[config.mk]
export PLATFORM = sky130hd
export DESIGN_NAME = spec_rob
export DESIGN_NICKNAME = d
export VERILOG_FILES = /design/src/rtl/rob_pkg.sv /design/src/rtl/rob_ctrl.sv /design/src/rtl/rob_data.sv /design/src/rtl/spec_rob.sv
export SDC_FILE = /design/constraint.sdc
export NUM_CORES = 1
export LEC_CHECK = 0
export BUFFER_PORTS_ARGS = -buffer_cell sky130_fd_sc_hd__buf_2
export CAP_MARGIN = 20
export CORE_MARGIN = 2
export CORE_UTILIZATION = 55
export DETAILED_ROUTE_END_ITERATION = 8
export PLACE_DENSITY = 0.88
export SLEW_MARGIN = 20
export SYNTH_ARGS = -nofsm -noshare
export SYNTH_HDL_FRONTEND = slang
export SYNTH_SLANG_ARGS = --single-unit
[constraint.sdc]
create_clock -name clk -period 6.3 [get_ports clk]
set_clock_uncertainty 0.2 [all_clocks]
set_input_delay 0.63 -clock clk [delete_from_list [all_inputs] [get_ports clk]]
set_output_delay 0.63 -clock clk [all_outputs]
set_load 0.05 [all_outputs]
[src/rtl/rob_pkg.sv]
package rob_pkg;

  typedef enum logic [1:0] {
    KIND_ALU    = 2'b00,
    KIND_STORE  = 2'b01,
    KIND_BRANCH = 2'b10
  } entry_kind_e;

  // strobes handed from the control path to the slot storage
  typedef struct packed {
    logic allocEn;
    logic commitEn;
    logic flushEn;
  } rob_strobe_t;

endpackage

[src/rtl/rob_ctrl.sv]
module rob_ctrl
  import rob_pkg::*;
#(
  parameter int DEPTH = 8,
  localparam int TAG_W = $clog2(DEPTH),
  localparam int CNT_W = $clog2(DEPTH + 1)
) (
  input  logic             clk,
  input  logic             rst_n,
  input  logic             allocReq,
  input  logic             rsFree,
  input  logic             headBusy,
  input  logic             headReady,
  input  entry_kind_e      headKind,
  input  logic             headMispredict,
  output rob_strobe_t      strobe,
  output logic [TAG_W-1:0] headPtr,
  output logic [TAG_W-1:0] tailPtr,
  output logic             robFull
);

  logic [CNT_W-1:0] count;

  function automatic logic [TAG_W-1:0] stepPtr(input logic [TAG_W-1:0] p);
    return (p == TAG_W'(DEPTH - 1)) ? '0 : p + 1'b1;
  endfunction

  assign robFull = (count == CNT_W'(DEPTH));

  always_comb begin
    strobe.commitEn = headBusy && headReady;
    strobe.flushEn  = strobe.commitEn && (headKind == KIND_BRANCH) && headMispredict;
    strobe.allocEn  = allocReq && rsFree && !robFull && !strobe.flushEn;
  end

  always_ff @(posedge clk) begin
    if (!rst_n || strobe.flushEn) begin
      headPtr <= '0;
      tailPtr <= '0;
      count   <= '0;
    end else begin
      if (strobe.allocEn)  tailPtr <= stepPtr(tailPtr);
      if (strobe.commitEn) headPtr <= stepPtr(headPtr);
      count <= count + CNT_W'(strobe.allocEn) - CNT_W'(strobe.commitEn);
    end
  end

  // occupancy never exceeds the depth
  a_r1_count_bound: assert property (@(posedge clk) disable iff (!rst_n)
    count <= CNT_W'(DEPTH));

  // a full buffer refused a request, so the tail stays put
  a_r1_full_holds_tail: assert property (@(posedge clk) disable iff (!rst_n)
    robFull && allocReq && !strobe.flushEn |=> $stable(tailPtr));

  // an ordinary retire advances the head by exactly one slot
  a_r6_head_step: assert property (@(posedge clk) disable iff (!rst_n)
    strobe.commitEn && !strobe.flushEn |=> headPtr == stepPtr($past(headPtr)));

  // after a flush the buffer is empty with both pointers at zero
  a_r8_flush_empty: assert property (@(posedge clk) disable iff (!rst_n)
    strobe.flushEn |=> count == '0 && headPtr == '0 && tailPtr == '0);

endmodule

[src/rtl/rob_data.sv]
module rob_data
  import rob_pkg::*;
#(
  parameter int DEPTH  = 8,
  parameter int DATA_W = 32,
  parameter int REG_W  = 5,
  parameter int ADDR_W = 32,
  localparam int TAG_W = $clog2(DEPTH)
) (
  input  logic              clk,
  input  logic              rst_n,
  input  rob_strobe_t       strobe,
  input  logic [TAG_W-1:0]  headPtr,
  input  logic [TAG_W-1:0]  tailPtr,
  input  entry_kind_e       allocKind,
  input  logic [REG_W-1:0]  allocDest,
  input  logic [ADDR_W-1:0] allocStoreAddr,
  input  logic              allocDataValid,
  input  logic [DATA_W-1:0] allocData,
  input  logic [TAG_W-1:0]  allocSrcTag,
  input  logic              cdbValid,
  input  logic [TAG_W-1:0]  cdbTag,
  input  logic [DATA_W-1:0] cdbValue,
  input  logic              cdbMispredict,
  input  logic [ADDR_W-1:0] cdbTarget,
  input  logic [TAG_W-1:0]  lookupTag,
  output logic              lookupReady,
  output logic [DATA_W-1:0] lookupValue,
  output logic              headBusy,
  output logic              headReady,
  output entry_kind_e       headKind,
  output logic              headMispredict,
  output logic [REG_W-1:0]  headDest,
  output logic [DATA_W-1:0] headValue,
  output logic [ADDR_W-1:0] headAddr,
  output logic [ADDR_W-1:0] headTarget
);

  logic              busyQ   [DEPTH];
  logic              readyQ  [DEPTH];
  logic              mispQ   [DEPTH];
  entry_kind_e       kindQ   [DEPTH];
  logic [REG_W-1:0]  destQ   [DEPTH];
  logic [DATA_W-1:0] valueQ  [DEPTH];
  logic [ADDR_W-1:0] addrQ   [DEPTH];
  logic [ADDR_W-1:0] targetQ [DEPTH];
  logic [TAG_W-1:0]  waitQ   [DEPTH];

  // a store issued without data may see its producer on the bus this very cycle
  logic issueSnoop;
  assign issueSnoop = cdbValid && (cdbTag == allocSrcTag);

  for (genvar i = 0; i < DEPTH; i++) begin : g_slot
    localparam logic [TAG_W-1:0] SLOT = TAG_W'(i);
    logic allocHere, commitHere, ownHit, storeHit;

    assign allocHere  = strobe.allocEn && (tailPtr == SLOT);
    assign commitHere = strobe.commitEn && (headPtr == SLOT);
    assign ownHit     = cdbValid && (cdbTag == SLOT) && (kindQ[i] != KIND_STORE);
    assign storeHit   = cdbValid && (cdbTag == waitQ[i]) && (kindQ[i] == KIND_STORE);

    always_ff @(posedge clk) begin
      if (!rst_n) begin
        busyQ[i]   <= 1'b0;
        readyQ[i]  <= 1'b0;
        mispQ[i]   <= 1'b0;
        kindQ[i]   <= KIND_ALU;
        destQ[i]   <= '0;
        valueQ[i]  <= '0;
        addrQ[i]   <= '0;
        targetQ[i] <= '0;
        waitQ[i]   <= '0;
      end else if (strobe.flushEn) begin
        busyQ[i]  <= 1'b0;
        readyQ[i] <= 1'b0;
      end else if (allocHere) begin
        busyQ[i]  <= 1'b1;
        kindQ[i]  <= allocKind;
        destQ[i]  <= allocDest;
        addrQ[i]  <= allocStoreAddr;
        waitQ[i]  <= allocSrcTag;
        mispQ[i]  <= 1'b0;
        if (allocKind == KIND_STORE) begin
          readyQ[i] <= allocDataValid || issueSnoop;
          valueQ[i] <= allocDataValid ? allocData : cdbValue;
        end else begin
          readyQ[i] <= 1'b0;
        end
      end else if (commitHere) begin
        busyQ[i]  <= 1'b0;
        readyQ[i] <= 1'b0;
      end else if (busyQ[i] && !readyQ[i] && (ownHit || storeHit)) begin
        readyQ[i]  <= 1'b1;
        valueQ[i]  <= cdbValue;
        mispQ[i]   <= ownHit && cdbMispredict;
        targetQ[i] <= cdbTarget;
      end
    end
  end

  logic lookupBypass;
  assign lookupBypass = cdbValid && (cdbTag == lookupTag);
  assign lookupReady  = lookupBypass || (busyQ[lookupTag] && readyQ[lookupTag]);
  assign lookupValue  = lookupBypass ? cdbValue : valueQ[lookupTag];

  assign headBusy       = busyQ[headPtr];
  assign headReady      = readyQ[headPtr];
  assign headKind       = kindQ[headPtr];
  assign headMispredict = mispQ[headPtr];
  assign headDest       = destQ[headPtr];
  assign headValue      = valueQ[headPtr];
  assign headAddr       = addrQ[headPtr];
  assign headTarget     = targetQ[headPtr];

  // the slot handed out must be free
  a_r2_alloc_free_slot: assert property (@(posedge clk) disable iff (!rst_n)
    strobe.allocEn |-> !busyQ[tailPtr]);

  // a granted slot is occupied on the next cycle
  a_r2_alloc_marks_busy: assert property (@(posedge clk) disable iff (!rst_n)
    strobe.allocEn && !strobe.flushEn |=> busyQ[$past(tailPtr)]);

  // nothing stays occupied after a flush
  a_r8_flush_clears_head: assert property (@(posedge clk) disable iff (!rst_n)
    strobe.flushEn |=> !busyQ[headPtr] && !busyQ[tailPtr]);

endmodule

[src/rtl/spec_rob.sv]
module spec_rob
  import rob_pkg::*;
#(
  parameter int DEPTH  = 8,
  parameter int DATA_W = 32,
  parameter int REG_W  = 5,
  parameter int ADDR_W = 32,
  localparam int TAG_W = $clog2(DEPTH)
) (
  input  logic              clk,
  input  logic              rst_n,
  input  logic              allocReq,
  input  logic              rsFree,
  input  logic [1:0]        allocKind,
  input  logic [REG_W-1:0]  allocDest,
  input  logic [ADDR_W-1:0] allocStoreAddr,
  input  logic              allocDataValid,
  input  logic [DATA_W-1:0] allocData,
  input  logic [TAG_W-1:0]  allocSrcTag,
  output logic              allocGrant,
  output logic [TAG_W-1:0]  allocTag,
  output logic              robFull,
  input  logic [TAG_W-1:0]  lookupTag,
  output logic              lookupReady,
  output logic [DATA_W-1:0] lookupValue,
  input  logic              cdbValid,
  input  logic [TAG_W-1:0]  cdbTag,
  input  logic [DATA_W-1:0] cdbValue,
  input  logic              cdbMispredict,
  input  logic [ADDR_W-1:0] cdbTarget,
  output logic              regWe,
  output logic [REG_W-1:0]  regAddr,
  output logic [DATA_W-1:0] regData,
  output logic              memWe,
  output logic [ADDR_W-1:0] memAddr,
  output logic [DATA_W-1:0] memData,
  output logic              flush,
  output logic [ADDR_W-1:0] redirectPc
);

  rob_strobe_t      strobe;
  logic [TAG_W-1:0] headPtr, tailPtr;
  logic             headBusy, headReady, headMispredict;
  entry_kind_e      headKind;
  logic [REG_W-1:0] headDest;
  logic [DATA_W-1:0] headValue;
  logic [ADDR_W-1:0] headAddr, headTarget;

  rob_ctrl #(.DEPTH(DEPTH)) u_ctrl (
    .clk, .rst_n, .allocReq, .rsFree,
    .headBusy, .headReady, .headKind, .headMispredict,
    .strobe, .headPtr, .tailPtr, .robFull
  );

  rob_data #(.DEPTH(DEPTH), .DATA_W(DATA_W), .REG_W(REG_W), .ADDR_W(ADDR_W)) u_data (
    .clk, .rst_n, .strobe, .headPtr, .tailPtr,
    .allocKind(entry_kind_e'(allocKind)), .allocDest, .allocStoreAddr,
    .allocDataValid, .allocData, .allocSrcTag,
    .cdbValid, .cdbTag, .cdbValue, .cdbMispredict, .cdbTarget,
    .lookupTag, .lookupReady, .lookupValue,
    .headBusy, .headReady, .headKind, .headMispredict,
    .headDest, .headValue, .headAddr, .headTarget
  );

  assign allocGrant = strobe.allocEn;
  assign allocTag   = tailPtr;
  assign regWe      = strobe.commitEn && (headKind == KIND_ALU);
  assign regAddr    = headDest;
  assign regData    = headValue;
  assign memWe      = strobe.commitEn && (headKind == KIND_STORE);
  assign memAddr    = headAddr;
  assign memData    = headValue;
  assign flush      = strobe.flushEn;
  assign redirectPc = headTarget;

  // a single retire never produces two different actions
  a_r7_one_action: assert property (@(posedge clk) disable iff (!rst_n)
    $countones({regWe, memWe, flush}) <= 1);

endmodule

### Word-level counts from Yosys, hierarchy flattened

Memory sizes are Yosys's and may differ from the RTL's. A register that Yosys moved wholly into a read port is not among the register bits.
Cells that the tools add are included.

| operators by class | value |
|---|---|
| add/sub/neg operators | 4 |
| mux-type cells | 346 |
| bitwise gates (word level) | 136 |
| reduce and logical (&&, ||, !) cells | 109 |
| eq/ne operators | 51 |

Operators with widths:

| operator | number |
|---|---|
| $mux 32 | 34 |
| $mux 1 | 270 |
| $or 1x1->1 | 136 |
| $logic_and 1x1->1 | 83 |
| $mux 3 | 26 |
| $mux 5 | 8 |
| $eq 3x3->1 const B | 12 |
| $eq 3x3->1 | 10 |
| $eq 2x1->1 const B | 10 |
| $eq 3x2->1 const B | 6 |
| $mux 2 | 8 |
| $ne 2x1->1 const B | 8 |
| $logic_not 1->1 | 11 |
| $logic_or 1x1->1 | 11 |
| $eq 3x1->1 const B | 3 |
| $logic_not 3->1 | 3 |
| $add 3x1->3 const B | 2 |
| $add 4x1->4 | 1 |
| $eq 4x4->1 const B | 1 |
| $sub 4x1->4 | 1 |
| $eq 2x2->1 const B | 1 |
| $logic_not 2->1 | 1 |

| word-level totals | value |
|---|---|
| register bits | 10 |
| RAM bits | 872 |
| memories | 9 |

Memory list:

| memory | words | bits a word | rd ports | clocked after Yosys merged registers in | write ports | RTL line | RTL |
|---|---|---|---|---|---|---|---|
| u_data.addrQ | 8 | 32 | 1 | 1 | 8 | rob_data.sv:45 | `logic [ADDR_W-1:0] addrQ [DEPTH];` |
| u_data.targetQ | 8 | 32 | 1 | 1 | 8 | rob_data.sv:46 | `logic [ADDR_W-1:0] targetQ [DEPTH];` |
| u_data.valueQ | 8 | 32 | 2 | 1 | 8 | rob_data.sv:44 | `logic [DATA_W-1:0] valueQ [DEPTH];` |
| u_data.destQ | 8 | 5 | 1 | 1 | 8 | rob_data.sv:43 | `logic [REG_W-1:0] destQ [DEPTH];` |
| u_data.waitQ | 8 | 3 | 8 | 0 | 8 | rob_data.sv:47 | `logic [TAG_W-1:0] waitQ [DEPTH];` |
| u_data.kindQ | 8 | 2 | 9 | 1 | 8 | rob_data.sv:42 | `entry_kind_e kindQ [DEPTH];` |
| 3 more memories | -- | -- | -- | -- | -- | -- |  |

### Logic depth before layout (Yosys ltp)

| logic depth | value |
|---|---|
| word-level depth | 14 |
| gate-level depth with buffers | 15 |
| mapped depth without buffers | 12 |

### Hierarchy

From an unflattened synthesis, not the netlist that was laid out.

| unflattened totals | value |
|---|---|
| cell total of the unflattened synthesis | 2848 |
| area, all modules | 42892.4 µm² |

Modules (own cells, without submodules):

| module | times used | cells each | area an instance (µm²) |
|---|---|---|---|
| rob_data | 1 | 2750 | 42069.1 |
| rob_ctrl | 1 | 64 | 561.8 |
| spec_rob | 1 | 34 | 261.5 |

### Least setup slack after synthesis

Ideal clock, no wire load.

| timing | value |
|---|---|
| path type | flip-flop to flip-flop |
| start point | register (tool-made name) |
| end point | memory u_data.valueQ[3][0] (enable) |
| cell stages (with the launch flop) | 9 |
| required time | 5567 ps |
| slack | 99 ps |
| arrival time | 5467 ps |
| buffers on the path | 2 |
| path through | dfxtp_1 buf_6 mux4_2 mux2i_1 nor3_2 nand2_1 inv_1 clkbuf_1 o311ai_0 |

RTL lines:

| what | RTL line |
|---|---|
| end: declaration | rob_data.sv:44 |

==> impl_metrics.ini <==
[finish]
fillCellCount = 5681
seqCellArea_um2 = 26400
syn2layout_area_growth_pct = 11.8
drive_gt1_frac = 0.298
multiInputGateArea_um2 = 16800
nets = 3265
final_cell_mix = edfxtp_1, and2_1, buf_2
final_common_cell = edfxtp_1
utilization = 0.619

[pwr]
p_leak_nw = 18.8
p_per_area_nw_per_um2 = 289
finalPower_w = 0.0143
peakVddDrop_mv = 0.286

[timing]
worstMarginPinSlew_ps = 1240
hold_viol = 0
rsz0062_at_grt = no
slew_viol_final = 0
fin_setup_tns_ps = 0
min_period_over_period = 0.836
period_minus_slack_ps = 5270
setup_violations = 0
max_freq_mhz = 190
slew_headroom = 0.171

[synthesis]
syn-cell-area_um2 = 44300
synth_top_family_by_area = multiplexers
synth_xor_area_frac = 0.00632
synth_largest_area_cell = edfxtp_1
syn_area_per_cell_um2 = 15.1
synth-warning-count = 0
synthArstFlopShare = 0
synth.distinct_cells = 64
synth-compound-area-share = 0.0687
synth-simple-area-share = 0.111
synth_edf_count = 869
ys_seq_area_frac = 0.596
synth_mux_area_frac = 0.180
yosysTopAreaCellShare = 0.588
postSynthRegisterBits = 885
synth_fa_ha_area_frac = 0.00525
synthCells = 2931
synthFlopType = edfxtp_1
syn_nets = 3100
synth.top_cells.by_area = edfxtp_1, mux4_2, and2_1, a22o_1, and3_1

[drt]
via_per_inst = 6.77
wl_per_cell_um = 29.2
first_iter_violations = 3821
drc = 0
firstDrtPassIters = 5
totalWireLength_um = 123000
ant_nets = 0
vias = 28600

[global_routing]
grt.total_usage = 0.296
grt_pass1_wl_um = 181000
grt_pass1_vias = 29200
overflow = 0
antenna_found_initial = 19
busiest_layer = met2
grt_util_met1 = 0.379
grt_max_degree = 225
met3_usage = 0.0744
globalRouteMet2Util = 0.474

[worst_setup_path]
setup.worst_path.class = flop to output pin
cp-end-kind = output pin
worst-path-max-fanout = 45
crit_required_ps = 5470
arrival_ps = 4440
crit_path_start_kind = flop

[clocking]
cts_resized = 0
cts_buffers = 90
postCtsHoldBufs = 0
cts_max_level = 3
cts_buffer_depth = 3
cts_setup_buffers = 0
cts_root_buffer = clkbuf_16
clk_latency_ps = 660
cts_sinks = 885
cts_tree = yes
clk_pin_slew_ps = 60

[die]
die_h_um = 288
core_um2 = 80200
pin_count = 325
fp.dieArea_um2 = 82900
std_cell_rows = 104
start_util = 0.553
die_w_um = 288

[run_status]
status = complete, no violations

[place]
io_buffers = 324
dpl.hpwl_um = 69400
place_congestion = 0.926

[worst_hold_path]
hold_class = input pin to flop

[flow_run]
cap_violations = 0
-- sequential cells by signal, indices dropped and copies added, names as in the netlist, named ones only --
register        flops
u_ctrl.count        4
u_data.busyQ        8
u_data.addrQ      256
u_data.readyQ       8
u_ctrl.headPtr      3
u_data.targetQ    256
u_data.waitQ       24
u_data.kindQ       16
u_data.destQ       40
u_data.valueQ     256
u_data.mispQ        8
u_ctrl.tailPtr      3
-- Yosys cell counts (all sizes together), types with 9 or more instances --
| master | instances |
|---|---|
| ha | 17 |
| nand3 | 14 |
| nand2 | 55 |
| nor2b | 16 |
| nand2b | 10 |
| edfxtp | 869 |
| xnor2 | 9 |
| a21oi | 50 |
| nor3 | 14 |
| buf | 129 |
| mux2i | 66 |
| xor2 | 23 |
| a22o | 206 |
| a32o | 22 |
| o21ai | 28 |
| mux4 | 274 |
| and3 | 194 |
| inv | 19 |
| dfxtp | 16 |
| o211ai | 10 |
| nor2 | 92 |
| o2bb2ai | 15 |
| and2 | 416 |
| mux2 | 102 |
| clkbuf | 183 |
| a2bb2o | 12 |
| a21o | 9 |
-- routing by layer --
layer | wire length [um] | vias up | share of wire
met1 | 43200 | 14200 | 0.35
met2 | 59200 | 2100 | 0.48
met5 | 155 | - | 0.0013
met4 | 6070 | 24 | 0.049
met3 | 14900 | 434 | 0.12
li1 | - | 11800 | -
-- cell families after synthesis --
logic type	after synthesis
XOR/XNOR	32
buffers and inverters	331
multiplexers	442
AO/OA/AOI/OAI	379
adder cells (fa/ha/maj)	18
AND/OR/NAND/NOR	844
flip-flops	885
-- per-stage QoR --
step                hold WS [ps]  setup slack [ps]  cells  instance area [um^2]
finish                       121              1030   4226                 49600
global route                 128               658   4225                 49600
CTS                         90.4               886   4220                 49600
detailed placement           300              1540   4064                 46800
global placement             293              1630   4063                 46700
floorplan                    262              99.5   2931                 44300
-- path summary, 6_finish.rpt --
check                       start                     to  slack, ps  cells after the start
setup / recovery             flop            memAddr[12]       1030                      5
hold reg to reg   u_data.mispQ[4]        u_data.mispQ[4]        300                      2
hold / removal      cdbTarget[27]  u_data.targetQ[4][27]        120                      2
setup reg to reg             flop   u_data.valueQ[4][26]       1440                     10
-- report_power, final --
| group | internal (W) | total [W] | switching (W) |
|---|---|---|---|
| sequential | 0.00674 | 0.00689 | 0.000145 |
| clock | 0.00287 | 0.00517 | 0.00229 |
| combinational | 0.000719 | 0.00229 | 0.00157 |
| total | 0.0103 | 0.0143 | 0.00401 |
-- critical path: stages, from the launching register on --
cell,delay (ps)
dfxtp_4,830
buf_4,820
buf_4,830
mux4_2,640
mux2_2,310
buf_2,220
-- final cells by class --
cell class	count	area share
tap	1060	0.0268
clock inverter	44	0.00878
clock buffer	112	0.0475
multi-input combinational	1715	0.339
sequential	885	0.533
timing repair buffer	385	0.0432
antenna	6	0.000303
inverter	19	0.00144
(Power assumes the default switching activity.)
